## src/rtl/dma_bus_gov.sv

```systemverilog
module dma_bus_gov #(
  parameter int BLEN_W = 3,
  localparam int MODE_W = 4 + BLEN_W,
  localparam int BURST_W = 1 << BLEN_W
) (
  input  logic               clk,
  input  logic               rst_n,
  input  logic               mode_wr,
  input  logic [MODE_W-1:0]  mode_wdata,
  input  logic               fifo_empty,
  input  logic               fifo_full,
  input  logic               bus_gnt,
  input  logic               sys_beat,
  input  logic               xfer_last,
  input  logic               rel_req,
  input  logic               tmr_expire,
  input  logic               done_evt,
  input  logic               err_evt,
  input  logic               stat_clr_wr,
  input  logic [1:0]         stat_clr_data,
  output logic               bus_req,
  output logic               bus_rel,
  output logic               xfer_active,
  output logic [BURST_W-1:0] dma_burst_max,
  output logic [BURST_W-1:0] fifo_burst_max,
  output logic               irq_done,
  output logic               irq_err
);

  typedef enum logic [2:0] {S_IDLE, S_REQ, S_OWN, S_HOLD, S_REL} own_t;

  own_t              st, st_nxt;
  logic [MODE_W-1:0] mode_q;
  logic              done_q, err_q;

  wire               start_on_full = mode_q[0];
  wire               hold          = mode_q[1];
  wire               dma_ben       = mode_q[2];
  wire               fifo_ben      = mode_q[3];
  wire [BLEN_W-1:0]  blen          = mode_q[MODE_W-1:4];

  wire start_ok  = start_on_full ? fifo_full : !fifo_empty;
  wire last_beat = sys_beat && xfer_last;
  wire give_back = rel_req || tmr_expire || !hold;

  always_ff @(posedge clk) begin
    if (!rst_n) mode_q <= '0;
    else if (mode_wr) mode_q <= mode_wdata;
  end

  always_comb begin
    st_nxt = st;
    unique case (st)
      S_IDLE: if (start_ok) st_nxt = S_REQ;
      S_REQ:  if (bus_gnt) st_nxt = S_OWN;
      S_OWN:  if (last_beat) st_nxt = hold ? S_HOLD : S_REL;
      S_HOLD: if (give_back) st_nxt = S_REL;
              else if (start_ok) st_nxt = S_OWN;
      S_REL:  st_nxt = S_IDLE;
      default: st_nxt = S_IDLE;
    endcase
  end

  always_ff @(posedge clk) begin
    if (!rst_n) st <= S_IDLE;
    else st <= st_nxt;
  end

  assign bus_req     = (st == S_REQ) || (st == S_OWN) || (st == S_HOLD);
  assign bus_rel     = (st == S_REL);
  assign xfer_active = (st == S_OWN);

  assign dma_burst_max  = dma_ben  ? (BURST_W'(1) << blen) : BURST_W'(1);
  assign fifo_burst_max = fifo_ben ? (BURST_W'(1) << blen) : BURST_W'(1);

  always_ff @(posedge clk) begin
    if (!rst_n) begin
      done_q <= 1'b0;
      err_q  <= 1'b0;
    end else begin
      if (done_evt) done_q <= 1'b1;
      else if (stat_clr_wr && stat_clr_data[0]) done_q <= 1'b0;
      if (err_evt) err_q <= 1'b1;
      else if (stat_clr_wr && stat_clr_data[1]) err_q <= 1'b0;
    end
  end

  assign irq_done = done_q;
  assign irq_err  = err_q;

  assert_wait_full_R3: assert property (@(posedge clk) disable iff (!rst_n)
    (st == S_IDLE && start_on_full && !fifo_full) |=> !bus_req);

  assert_rel_pulse_R5: assert property (@(posedge clk) disable iff (!rst_n)
    bus_rel |=> !bus_rel);

  assert_last_beat_R5: assert property (@(posedge clk) disable iff (!rst_n)
    (st == S_OWN && last_beat && !hold) |=> (bus_rel && !bus_req));

  assert_hold_keeps_R6: assert property (@(posedge clk) disable iff (!rst_n)
    (st == S_HOLD && hold && !rel_req && !tmr_expire) |=> (bus_req && !bus_rel));

  assert_arb_release_R7: assert property (@(posedge clk) disable iff (!rst_n)
    (st == S_HOLD && rel_req) |=> bus_rel);

  assert_timer_release_R8: assert property (@(posedge clk) disable iff (!rst_n)
    (st == S_HOLD && tmr_expire) |=> bus_rel);

  assert_burst_pow2_R11: assert property (@(posedge clk) disable iff (!rst_n)
    ($countones(dma_burst_max) == 1 && $countones(fifo_burst_max) == 1));

  assert_irq_sticky_R12: assert property (@(posedge clk) disable iff (!rst_n)
    (irq_done && !(stat_clr_wr && stat_clr_data[0])) |=> irq_done);

endmodule

```

## config.mk

```make
export PLATFORM = sky130hd
export DESIGN_NAME = dma_bus_gov
export DESIGN_NICKNAME = d
export VERILOG_FILES = /design/src/rtl/dma_bus_gov.sv
export SDC_FILE = /design/constraint.sdc
export NUM_CORES = 1
export LEC_CHECK = 0
export BUFFER_PORTS_ARGS = -buffer_cell sky130_fd_sc_hd__buf_2
export CORE_UTILIZATION = 43
export CTS_BUF_LIST = sky130_fd_sc_hd__clkbuf_8
export DETAILED_ROUTE_END_ITERATION = 8
export PLACE_DENSITY = 0.84
export SLEW_MARGIN = 25
export SYNTH_ARGS = -nofsm -noshare
export SYNTH_HDL_FRONTEND = slang
export SYNTH_SLANG_ARGS = --single-unit
```

## constraint.sdc

```tcl
create_clock -name clk -period 1.5 [get_ports clk]
set_input_delay 0.225 -clock clk [delete_from_list [all_inputs] [get_ports clk]]
set_output_delay 0.225 -clock clk [all_outputs]
set_load 0.05 [all_outputs]
```

==> results of run 1 <==
[power breakdown]
group	internal [uW]	switching, uW	leakage [uW]
Sequential	363	65.3	0.000100
Combinational	179	312	0.000356
Clock	231	114	0.0000288
[worst reg2reg max path: stages, from the launching register on]
cell	delay, ns
dfxtp_1	0.46
and4bb_1	0.25
a21oi_2	0.06
o22ai_2	0.23
mux2i_1	0.23
[synthesized netlist by cell type]
library cell | instances | area, um^2
nor2_1 | 17 | 63.81
dfxtp_1 | 12 | 240.2
mux2i_1 | 10 | 100.1
nand2_1 | 10 | 37.54
nor2b_1 | 9 | 56.30
nand2b_1 | 7 | 43.79
a21oi_1 | 3 | 15.01
nor3_1 | 3 | 15.01
clkbuf_1 | 2 | 7.510
o21ai_0 | 2 | 10.01
or3_1 | 2 | 12.51
a2111oi_2 | 1 | 15.01
a211o_1 | 1 | 8.760
a21boi_0 | 1 | 7.510
a21oi_2 | 1 | 8.760
and2_1 | 1 | 6.260
and4bb_1 | 1 | 12.51
buf_2 | 1 | 5.000
inv_1 | 1 | 3.750
o22ai_2 | 1 | 12.51
[per-stage QoR]
step	setup slack (ns)	cells	instance area [um^2]	hold WS, ns
2_1_floorplan	-0.2858	86	701.9	0.3635
3_3_place_gp	0.2249	141	919.6	0.4494
3_5_place_dp	0.1895	141	919.6	0.4593
4_1_cts	0.01151	145	987.2	0.2123
5_1_grt	-0.01559	145	1006	0.2266
6_report	0.05898	145	1006	0.2150
[repair_timing]
| item | 4_1_cts | 5_1_grt |
|---|---|---|
| pin swaps | 0 | 0 |
| setup endpoints to repair | 2 | 9 |
| gates resized for setup | 4 | 10 |
[cells by family (layout without fill, tap and decap cells)]
| family | Yosys count | in the layout | share of synthesized area, % |
|---|---|---|---|
| and+or+nand+nor | 50 | 50 | 36.33 |
| DFF | 12 | 12 | 35.23 |
| AOI/OAI and AO/OA | 10 | 10 | 11.38 |
| muxes | 10 | 10 | 14.68 |
| buffers and inverters | 4 | 47 | 2.384 |
[cell type report]
type | count | share of cell area [%]
clock buffer | 4 | 5.473
tap | 16 | 1.990
timing repair buffer | 42 | 22.89
sequential | 12 | 24.25
inverter | 1 | 0.3731
multi-input combinational | 70 | 45.03
[flip-flops by register name (all words and copies together) (netlist names)]
name / flops
st: 3
irq_done: 1
mode_q: 7
irq_err: 1
[worst min path at each step]
stage | slack (ns) | cells after the start | to | start
after floorplan | 0.36 | 2 | irq_done | done_evt
after global placement | 0.45 | 3 | irq_err | err_evt
after detailed placement | 0.46 | 3 | irq_done | done_evt
after CTS | 0.21 | 3 | irq_err | err_evt
after global routing | 0.23 | 3 | irq_done | done_evt
final | 0.21 | 3 | irq_err | err_evt
[per-layer routing]
metal	track usage (%)	up-vias	part of all wire [%]
met5	0	-	0
met1	19.46	309	41
met3	1.739	0	6.0
li1	-	374	-
met4	1.935	0	0
met2	35.63	31	53
==> results.md, run 1 <==
- The level count of the clock H-tree is 1.
- The ratio of routed vias to standard cells is around 4.9.
- The tool flagged a number of max-cap violations equal to 0.
- The share of final-layout standard cells stronger than drive strength 1 is 47.29%.
- The number of buffer and inverter stages on the critical path is 2.
- The category of the worst setup path launch point is a flop.
- For the worst setup path, the data required time is roughly 1.3 ns.
- Summing all flip-flop and latch instances after layout gives 244.0 um^2.
- After routing, the total negative slack on setup checks comes to 0 ns.
- The completed layout was analyzed and its total power is 1265 uW.
- The clock insertion delay at the later pin of the skew report is ~0.23 ns.
- The library cell used most frequently in the layout, excluding fill and tap cells, is buf_2.
- The final count of negative-setup-slack endpoints is 0.
- The tightest min-delay check is of the in2reg type.
- After detailed routing, the number of remaining DRC violations is 0.
- The beginning of the worst register-to-register path is st[0].
- The initial utilization of the core area, before any placement, comes to 45.80%.
- The CTS tree is done.
- The number of hold buffers added after CTS is 0.
- The via count of the first global-routing pass was 611.
- The most critical setup path has its startpoint at st[1].
- Timing would allow up to ~690 MHz.
- The clock period minus worst slack is between 1 and 1.5 ns.
- The initial antenna violation count is 0.
- The total of flip-flops plus latches after synthesis is 12.
- For this run, the number of Yosys warnings is 0.
- The wire length reported by the detailed router is ~1500 um.
- The end point of the critical path is xfer_active.
- The gate count of the mapped netlist is between 80 and 90.
- Walking the worst path, the cells encountered are inv_1 > nor3_2 > buf_2.
- The final layout contains 152 nets.
- The iteration count of the initial detailed-routing pass is 3.
- Entering global routing, the biggest net connects 13 pins.
- The net count of the mapped netlist is between 100 and 150.
- Counting along the longest clock path gives a buffer depth of 2.
- The total track usage is 17.47%.
- Leaving out fill and tap cells, the most frequent cells in the layout are 37 x buf_2, 10 x nand2_1, 10 x nor2_1, 10 x mux2i_1.
- The multi-input combinational cells in the finished layout cover a total of 452.9 um^2.
- The worst max-slew margin expressed relative to the limit is 76.52%.
- The synthesized area per cell is around 7.9 um^2.
- At the end of the flow the core is filled with cells to between 60% and 70%.
- The initial detailed-routing violation count is 9.
- The largest stage delay on the critical path is around 0.42 ns.
- The number of endpoints with negative hold slack in the final report is 0.
- The first-pass GRT wire length is approximately 2500 um.
- The vertical extent of the die is 41.82 um.
- The endpoint type of the worst setup path is an output pin.
- The number of inserted diodes is 0.
- The routed layout has just over 700 vias.
- The placeable core region is roughly 1500 um^2.
- The number of buffers inserted during clock tree synthesis is 3.
- The number of buffers inserted by port buffering is between 40 and 50.
- Routability-driven placement finished with a final weighted congestion of 0.8005.
- The half-perimeter wire length of the detailed placement result is 1195 um.
- The netlist area before placement is 681.9 um^2.
- The actual transition at the worst max-transition pin is ~0.35 ns.
- The total power divided by cell area is 1257 nW/um^2.
- The number of I/O pins is between 40 and 50.
- Grouping stages by cell kind, the critical path spends the most delay in flip-flops.
- The post-route clock period utilization is a little over nine tenths.
- The post-detailed-route count of antenna-violating nets is 0.
- The fill cell total of the finished layout is 120.
- The site row count is 14.
- The chip width is 41.82 um.
- The share of the yosys chip area belonging to registers is a little over a third.
- The flow ran to the end, and the final reports show no timing, DRC or antenna violations.
- The largest individual stage delay along the critical path comes from the cell dfxtp_1.
- The root buffer cell chosen for the clock tree is clkbuf_8.
- The type of the worst setup path is reg2out.
- The clock-pin slew on the worst setup and hold paths is about 0.05 ns.
- The post-synthesis cell type count is 20.
- In this run the static leakage power is 0.0004846 uW.
- Across the routed clock network, the largest skew measured is between 0.002 and 0.0025 ns.
- The number of pins with negative max-slew slack in the final report is 0.
- Post-CTS timing repair inserted 0 buffers for setup.
- The die covers between 1500 and 2000 um^2.
- The critical path runs through a total of 3 cells.
- In this run the worst path has a maximum fanout of 6.
- In this run the register-to-register setup slack is 0.19 ns.
- The largest vdd supply drop is about 0.90 mV.
- After detailed routing, the average wire length per cell comes to 10.59 um.
- The reg-to-reg endpoint is st[1].
- STA puts the critical path data arrival time at approximately 1.2 ns.
- Counting every sink on the clock net gives 12.
- The total overflow left after global routing is 0.
- Counting cells, the worst reg-to-reg path comes to 4.
- The relative area change from synthesis to final layout is 47.52%.
No activity file was read; power rests on OpenSTA's default activity.
==> run 2: changes to the inputs <==
Settings changed: GPL_TIMING_DRIVEN set to 0.
==> run 2 against run 1 <==
Effect of this change: fmax decreased by 0.16%; power increased by 0.25%; non-clock buffer count increased by 1; flip-flop and latch count unchanged; critical endpoint is now fifo_burst_max[0]; largest power group unchanged.
==> results.md, run 2 (synthesized netlist as in run 1, its figures left out) <==
- The number of buffers between clock root and the deepest sink is 2 (unchanged).
- The worst max-slew margin expressed relative to the limit is 76.99% (+0.47 points).
- The worst-case setup margin in the final layout is 0.05670 ns (-0.002284 ns).
- The data arrival time of the critical path is 1.22 ns (about the same).
- The via count of the first global-routing pass was 642 (+5.1%).
- The flip-flop count of the largest register after layout came to 7 (unchanged).
- The post-detailed-route count of antenna-violating nets was 0 (unchanged).
- The worst hold path cell count is 3 (unchanged).
- The iteration count of the initial detailed-routing pass is 4 (+1).
- The number of inserted diodes is 0 (unchanged).
- The final net count was 153 (+0.66%).
- The wire length reported by the detailed router is 1454 um (-5.3%).
- The data required time of the worst path is 1.27 ns (about the same).
- The actual transition at the worst max-transition pin was 0.3416 ns (-0.006989 ns).
- The die area is 1749 um^2 (unchanged).
- The placed instance count is 143 (+1.4%).
- The largest stage delay on the critical path was 0.39 ns (-0.03 ns).
- The clock period minus worst slack is 1.443 ns (+0.002284 ns).
- Setup repair after global routing left no endpoint under its margin.
- The via count of the routed design is 748 (+4.8%).
- The leakage power summed over all cells is 0.0004847 uW (about the same).
- The placeable core region is 1489 um^2 (unchanged).
- The initial detailed-routing violation count was 6 (-3).
- The pin count of the biggest net entering global routing is 11 (-2).
- The type of the worst setup path is reg2out.
- The category of the worst setup path launch point is a flop.
- The number of standard cells in the final layout excluding fillers was 146 (+0.69%).
- The cell type of the slowest stage on the worst timing path is or3_1.
- In the final layout, the registers with the most flip-flops are mode_q x7, st x3.
- The total power divided by cell area came to 1254 nW/um^2 (-0.24%).
- The fill cell total of the finished layout was 135 (+13%).
- The ratio of routed vias to standard cells came to 5.123 (+4.0%).
- The area used by multi-input combinational logic is 447.9 um^2 (-1.1%).
- The share of final-layout standard cells stronger than drive strength 1 was 46.92% (-0.36 points).
- The sequential cell area in the final layout is 245.2 um^2 (+0.51%).
- The worst setup timing slack at the placement stage is 0.08486 ns (-0.1046 ns).
- The clock net sink count is 12 (unchanged).
- The clock insertion delay at the later pin of the skew report is 0.24 ns (about the same).
- The largest vdd supply drop is 0.8302 mV (-8.1%).
- The worst hold path belongs to the class in2reg.
- STA classifies the critical path endpoint as an output pin.
- The post-CTS setup-driven buffer insertion count is 0 (unchanged).
- The number of pins with negative max-slew slack in the final report came to 0 (unchanged).
- Traced cell by cell, the critical path runs through or3_1 > nand2_1 > buf_6.
- The total track usage is 17.77% (+0.30 points).
- The master cell of the clock root buffer is clkbuf_8.
- The average wire per standard cell is 9.959 um (-6.0%).
- In the layout the commonest cells are 35 x buf_2, 10 x nand2_1, 10 x nor2_1, 10 x mux2i_1, 9 x nor2b_1.
- The number of buffers inserted by port buffering is 41 (-2.4%).
- TritonCTS built the clock tree.
- The vertical extent of the die is 41.82 um (unchanged).
- The site row count is 14 (unchanged).
- The first-pass GRT wire length is 2449 um (-0.57%).
- The DRC violation count after routing is 0 (unchanged).
- The number of endpoints with negative hold slack in the final report is 0 (unchanged).
- The top fanout value on the critical path is 8 (+2).
- Leaving out fill and tap cells, the most frequent cell in the layout is buf_2.
- The overflow left after global routing is 0 (unchanged).
- The relative area change from synthesis to final layout is 48.26%.
- The post-route clock period utilization is 96.22% (+0.15 points).
- The number of hold buffers added after CTS is 0 (unchanged).
- The maximum achievable frequency is 692.9 MHz (-0.16%).
- The number of I/O pins is 43 (unchanged).
- The run finished with clean final reports.
- The largest register by flop count is mode_q.
- The clock-pin slew on the worst setup and hold paths was 0.05 ns (about the same).
- The final count of negative-setup-slack endpoints is 0 (unchanged).
- The number of cells traversed by the worst register-to-register path is 4 (unchanged).
- The final setup skew was 0.002431 ns (+0.00004207 ns).
- The half-perimeter wire length of the detailed placement result is 1155 um (-3.4%).
- The number of max-cap violations is 0 (unchanged).
- The number of buffers inserted during clock tree synthesis is 3 (unchanged).
- The chip width is 41.82 um (unchanged).
- The initial antenna violation count is 0 (unchanged).
- The level count of the clock H-tree is 1 (unchanged).
- The starting density of the core is 45.80% (unchanged).
- The final RePlAce weighted congestion was 0.7495 (-6.4%).
-- run 2: critical path, delay by kind of cell, from the launching register on --
family / cells / cell delay (ns)
and+or+nand+nor: 2 / 0.48
DFF: 1 / 0.35
buffers and inverters: 1 / 0.15
-- run 2: layer usage --
metal	share of wire, %	GRT usage (%)	wire, um
met5	0	0	0
met4	0	7.742	0
met3	7.8	3.478	114
met2	52	32.81	751
met1	40	19.29	587
-- run 2: timing repair --
item	CTS	global route
setup endpoints to repair	14	17
gates cloned	0	0
resized for setup	3	12
-- run 2: layout make-up --
type,instances,area share [%]
Multi-Input combinational cell,70,44.31
Sequential cell,12,24.26
Timing Repair Buffer,41,22.77
Clock buffer,4,5.446
Tap cell,16,1.980
Buffer,2,0.8663
Inverter,1,0.3713
-- run 2: metrics by stage --
step                      hold WS [ns]  total power [uW]  util (%)  setup TNS [ns]  instance area, um^2
final                           0.2174              1268     67.90               0                 1011
after global routing            0.2177              1341     67.90               0                 1011
after CTS                       0.2171              1259     66.13               0                984.7
after detailed placement        0.4593             905.1     62.27               0                927.1
after global placement          0.4520             893.2     62.27               0                927.1
after floorplan                 0.3635             799.6         -         -0.6691                701.9
-- run 2: report_power, final --
part	leakage, uW	switching [uW]	total (uW)	internal, uW
registers	0.000101	66.2	432	365
clock network	0.0000288	116	348	232
logic	0.000355	305	488	183
-- run 2: worst paths after layout --
kind / start / endpoint / slack (ns)
max: mode_q[6] / fifo_burst_max[0] / 0.06
min reg2reg: irq_err / irq_err / 0.50
min: err_evt / irq_err / 0.22
max reg2reg: st[0] / st[1] / 0.21
